**src/rtl/trx_lpm_ctl.sv**
```systemverilog
module trx_lpm_ctl #(
  parameter int TIMEOUT = 64
) (
  input  logic clk,
  input  logic rst_n,
  input  logic slp_n,
  input  logic por_pulse,
  input  logic wake_pin,
  input  logic bus_wake,
  input  logic fault,
  output logic rxd_low,
  output logic sts,
  output logic tx_en,
  output logic rx_en,
  output logic bias_mid,
  output logic inh_en
);

  localparam int TW = (TIMEOUT > 2) ? $clog2(TIMEOUT) : 1;
  localparam logic [TW-1:0] TLAST = TW'(TIMEOUT - 1);

  typedef enum logic [1:0] {M_NORM = 2'd0, M_STBY = 2'd1, M_SLP = 2'd2} mode_t;

  mode_t         mode;
  logic [TW-1:0] tmr;
  logic          wk_lat;
  logic          mid;
  logic [2:0]    lw_sync;
  logic          lw_edge;
  logic          wake_ev;

  assign lw_edge = lw_sync[1] ^ lw_sync[2];
  assign wake_ev = por_pulse | bus_wake | lw_edge;

  always_ff @(posedge clk or negedge rst_n) begin
    if (!rst_n) lw_sync <= '0;
    else        lw_sync <= {lw_sync[1:0], wake_pin};
  end

  always_ff @(posedge clk or negedge rst_n) begin
    if (!rst_n) begin
      mode   <= M_STBY;
      tmr    <= '0;
      wk_lat <= 1'b1;
      mid    <= 1'b0;
    end else if (por_pulse) begin
      mode   <= M_STBY;
      tmr    <= '0;
      wk_lat <= 1'b1;
      mid    <= bus_wake;
    end else begin
      case (mode)
        M_NORM: if (!slp_n) begin
          mode   <= M_STBY;
          tmr    <= '0;
          wk_lat <= 1'b0;
          mid    <= 1'b0;
        end
        M_STBY: if (slp_n) begin
          mode   <= M_NORM;
          tmr    <= '0;
          wk_lat <= 1'b0;
          mid    <= 1'b0;
        end else if (tmr == TLAST) begin
          mode   <= M_SLP;
          tmr    <= '0;
          wk_lat <= 1'b0;
          mid    <= 1'b0;
        end else begin
          tmr <= tmr + TW'(1);
          if (wake_ev)  wk_lat <= 1'b1;
          if (bus_wake) mid    <= 1'b1;
        end
        M_SLP: if (wake_ev) begin
          mode   <= M_STBY;
          tmr    <= '0;
          wk_lat <= 1'b1;
          mid    <= bus_wake;
        end
        default: begin
          mode   <= M_STBY;
          tmr    <= '0;
          wk_lat <= 1'b1;
          mid    <= 1'b0;
        end
      endcase
    end
  end

  assign sts      = (mode == M_NORM);
  assign tx_en    = sts;
  assign rx_en    = sts;
  assign inh_en   = (mode != M_SLP);
  assign bias_mid = sts | ((mode == M_STBY) & mid);
  assign rxd_low  = (mode == M_STBY) & (wk_lat | fault);

endmodule

```
**config.mk**
```make
export PLATFORM = sky130hd
export DESIGN_NAME = trx_lpm_ctl
export DESIGN_NICKNAME = d
export VERILOG_FILES = /design/src/rtl/trx_lpm_ctl.sv
export SDC_FILE = /design/constraint.sdc
export NUM_CORES = 1
export LEC_CHECK = 0
export ABC_AREA = 0
export BUFFER_PORTS_ARGS = -buffer_cell sky130_fd_sc_hd__buf_2
export CORE_UTILIZATION = 45
export CTS_BUF_LIST = sky130_fd_sc_hd__clkbuf_16
export DETAILED_ROUTE_END_ITERATION = 12
export PLACE_DENSITY = 0.66
export SETUP_SLACK_MARGIN = 0.05
export SLEW_MARGIN = 20
export SYNTH_ARGS = -nofsm -noshare
export SYNTH_HDL_FRONTEND = slang
export SYNTH_SLANG_ARGS = --single-unit
```
**constraint.sdc**
```tcl
create_clock -name clk -period 2.25 [get_ports clk]
set_clock_uncertainty 0.2 [all_clocks]
set_input_delay 0.225 -clock clk [delete_from_list [all_inputs] [get_ports clk]]
set_output_delay 0.225 -clock clk [all_outputs]
set_load 0.005 [all_outputs]
```
# --- After elaboration in Yosys (flattened, before gate mapping) ---
# Index checks and enable logic that the tools add are counted.
totals:
  in_bits: 7
  word_cells: 49
  reg_bits: 13
classes:
  n_eq_ne: 8
  n_mux: 24
  n_reduce_logical: 4
  n_bitwise: 7
  add_sub_neg: 1
op_table:
  columns: ["op", "count"]
  rows:
  - ["$mux 6", 5]
  - ["$pmux 6 s3", 1]
  - ["$mux 1", 10]
  - ["$mux 2", 5]
  - ["$add 6x1->6 const B", 1]
  - ["$eq 6x6->1 const B", 1]
  - ["$ne 3x3->1 const B", 2]
  - ["$pmux 1 s3", 2]
  - ["$pmux 2 s3", 1]
  - ["$reduce_and 3->1", 2]
  - ["$ne 5x5->1 const B", 1]
  - ["$ne 4x4->1 const B", 1]
  - ["$or 1x1->1", 4]
  - ["$and 1x1->1", 2]
  - ["$eq 2x1->1 const B", 1]
  - ["$eq 2x2->1 const B", 1]
  - ["$logic_not 2->1", 1]
  - ["$ne 2x2->1 const B", 1]
  - ["$reduce_and 2->1", 1]
  - ["$xor 1x1->1", 1]

# --- Longest topological paths before layout ---
depth:
  word_depth: 7
  depth_mapped: 7

# --- Worst setup path after synthesis ---
# No wires, ideal clock.
synth_timing:
  path_kind: "register to register"
  startpoint: "register mode[0]"
  endpoint: "register tmr[0]"
  setup_ns: 0.064
  stages_incl_launch_ff: 6
  period_less_slack_ns: 1.880
  required_time_ns: 1.986
  setup_slack_ns: 0.370
  path_buffers: 0
  arrival_time_ns: 1.616
  path_cell_list: "dfstp_2 > ha_1 > or3b_4 > a31oi_4 > nor2b_4 > mux2_4"
synth_via:
  elab_chain_len: 3
synth_lines:
  columns: ["element", "line", "source"]
  rows:
  - ["from (decl)", "24", "mode_t mode;"]
  - ["from (signal assigned)", "42", "mode <= M_STBY;"]
  - ["from (signal assigned)", "47", "mode <= M_STBY;"]
  - ["from (signal assigned)", "54", "mode <= M_STBY;"]
  - ["$eq 2x2->1 (tied with other cells)", "52", "case (mode)"]
  - ["$pmux 6 s3 or $ne 3x3->1 (tied branches)", null, null]
  - ["$mux 6 or $reduce_and 2->1 (tied branches)", null, null]
  - ["to (signal assigned)", "70", "tmr <= tmr + TW'(1);"]
  - ["to (decl)", "25", "logic [TW-1:0] tmr;"]
# Parallel ways exist; a longest one is shown, timed or not.
# A chain may end at the register's enable or synchronous reset.

# --- Worst setup path in the final report ---
layout_timing:
  startpoint: "register mode[0]"
  endpoint: "register tmr[5]"
# The elaborated chain is that of the path after synthesis.

==> impl_metrics.yaml <==
critical_path:
  worstPathMaxFanout: 10
  cp.arrival_ns: 2.03
  crit_required_ns: 2.18
  worstReg2RegEnd: "tmr[5]"
  critPathLaunch: "mode[0]"
  reg2reg_depth: 7
  path_class: "reg -> reg"
  rr_startpoint: "mode[0]"
  end_kind: "flop"
  cp-start-kind: "flop"
  r2r_slack_ns: 0.16
  crit_end: "tmr[5]"
die:
  die_w_um: 43.2
  core_area_um2: 1540
  die_area_um2: 1860
  rows: 14
  initial_core_util_pct: 49.5
  die_h_um: 43.2
  pin_count: 13
pwr:
  p_sw_mw: 0.274
  seqPwrFrac_pct: 33.0
  p_clk_share_pct: 35.6
  combPwrFrac_pct: 31.3
  leakage_nw: 0.455
  cellPowerDensity_nw_per_um2: 984
  switching_share_pct: 29.7
  internal_power_mw: 0.649
  peakVddDrop_mv: 0.612
  total_power_mw: 0.923
sta:
  grt_setup_unrepaired: "yes"
  setup-tns-final_ns: 0
  whs_ns: 0.103
  min_period_ns: 2.09
  slew_violations: 0
  max_slew_margin_pct: 72.3
  hold_viol: 0
  period_share_pct: 93.1
  fin_ws_ns: 0.155
  max_slew.worst_pin.slew_ns: 0.406
  max_freq_mhz: 477
  setup_viol: 0
synthesis:
  synthCells: 69
  synth_fa_ha_area_share_pct: 8.20
  synth_seq_area_share_pct: 43.0
  yosys_warnings: 0
  synth_top_family_by_area: "compound AO/OA/AOI/OAI gates"
  synthSimpleGateAreaFrac_pct: 17.2
  syn-cell-area_um2: 763
  synthFlopType: "dfrtp_1"
  synthMuxAreaShare_pct: 1.97
  synthArstFlopShare_pct: 100
  synthXorXnorAreaFrac_pct: 1.15
  yosys.cell_types.count: 36
  synth-seq-cells: 13
  synth_compound_area_share_pct: 23.1
  synth.avg_cell_area_um2: 11.1
  synth_edf_count: 0
  synth_nets: 81
final_layout:
  syn2layout_area_growth_pct: 23.0
  fin_nets: 100
  utilization_pct: 60.9
  drive_gt1_share_pct: 32.2
  layout_commonest_cell: "buf_2"
  final.fill_count: 130
  mostFrequentLayoutCells: "buf_2, dfrtp_1, nor2_1"
  diodes: 0
clocking:
  cts-root-buf: "clkbuf_16"
  cts_tree: "done"
  insertion_delay_ns: 0.24
  h-tree-depth: 1
  numCtsBuffers: 3
  clk_pin_slew_ns: 0.04
  cts_sinks: 13
  cts.path.max_buffers: 2
global_routing:
  grt_max_degree: 16
  antenna_found_initial: 0
  grt_pass1_wl_um: 2420
  grt_pass1_vias: 518
  gr-total-overflow: 0
  grt_usage_pct: 18.3
routing:
  vias: 581
  postRouteAntennaNets: 0
  drtPass1Iterations: 3
  drc_errors: 0
  viasPerCell: 5.64
  totalWireLength_um: 1420
  drt_iter0_markers: 4
  wl_per_cell_um: 13.8
run_status:
  status: "finished, final reports clean"
run:
  maxCapViolCount: 0
placement:
  port_buffers: 12
  dp_hpwl_um: 1030
  globalplace.congestion: 0.750
  place_ws_ns: 0.136
min_path:
  hp-class: "in -> reg"
  whs_path_depth: 2
-- state kept, by name, summed over array words and instances, names as in the netlist --
register	count
mid	1
mode	2
lw_sync	3
tmr	6
wk_lat	1
-- per-layer routing --
| layer | wire (um) | track usage (%) | vias up |
|---|---|---|---|
| met1 | 716 | 25.2 | 276 |
| met3 | 75 | 8.09 | 2 |
| li1 | - | - | 291 |
| met2 | 615 | 25.1 | 12 |
| met4 | 15 | 7.27 | 0 |
| met5 | 0 | 0 | - |
-- worst max-delay path, cell delays in order, from the launching register on --
cell and delay (ns):
dfstp_2 0.55, inv_1 0.06, ha_1 0.23, or3b_4 0.25, o22ai_4 0.11, buf_4 0.19, a21o_2 0.18, a22o_1 0.21
-- logic make-up (layout without fill, tap and decap cells) --
logic type / after synthesis / after routing
buffers and inverters: 7 / 25
AND/OR/NAND/NOR: 21 / 21
multiplexers: 1 / 1
XOR/XNOR: 1 / 1
flip-flops: 13 / 13
AO/OA/AOI/OAI: 21 / 21
adder cells (fa/ha/maj): 5 / 5
-- through the flow --
stage               instances  cell area [um^2]
floorplan                  69               763
global placement           94               817
detailed placement         94               817
CTS                       100               916
global route              103               938
finish                    103               938
-- Yosys cell counts (2+ instances only) --
| cell type | number | area share (%) |
|---|---|---|
| o21ai_1 | 4 | 2.6 |
| buf_4 | 2 | 2.0 |
| dfstp_2 | 2 | 6.9 |
| o21ai_0 | 2 | 1.3 |
| nand2_1 | 2 | 0.98 |
| or3b_4 | 2 | 3.0 |
| ha_1 | 5 | 8.2 |
| a22o_1 | 2 | 2.3 |
| dfrtp_1 | 11 | 36 |
| nand3_1 | 2 | 1.3 |
| nand3b_1 | 2 | 2.0 |
| nor2_1 | 6 | 3.0 |
| inv_1 | 4 | 2.0 |
-- cell type report --
class	count	area (um^2)	share of cell area [%]
Clock buffer	3	75.1	8.00
Multi-Input combinational cell	49	394	42.0
Clock inverter	1	3.75	0.400
Tap cell	16	20.0	2.13
Timing Repair Buffer	17	103	10.9
Inverter	4	15.0	1.60
Sequential cell	13	328	34.9
-- how the worst min path moves through the flow --
stage              start          to  slack [ns]
2_1_floorplan      rst_n  lw_sync[0]       -0.27
3_3_place_gp       rst_n         mid       -0.07
3_5_place_dp       rst_n         mid       -0.07
4_1_cts        por_pulse      wk_lat         0.1
5_1_grt        por_pulse      wk_lat         0.1
6_report       por_pulse      wk_lat        0.10
-- power groups by stage --
stage / sequential (mW) / combinational, mW / clock [mW]
2_1_floorplan: 0.300 / 0.209 / 0
3_3_place_gp: 0.305 / 0.270 / 0
3_5_place_dp: 0.309 / 0.274 / 0
4_1_cts: 0.306 / 0.280 / 0.340
5_1_grt: 0.308 / 0.323 / 0.351
6_report: 0.305 / 0.289 / 0.329
-- repair_timing --
action,in CTS,in global routing
buffers inserted,0,3
setup endpoints to repair,0,2
endpoints found under the hold margin,14,0
hold buffers,2,0
gates resized for setup,0,0
Note: power is estimated with default switching activity, not from simulation.
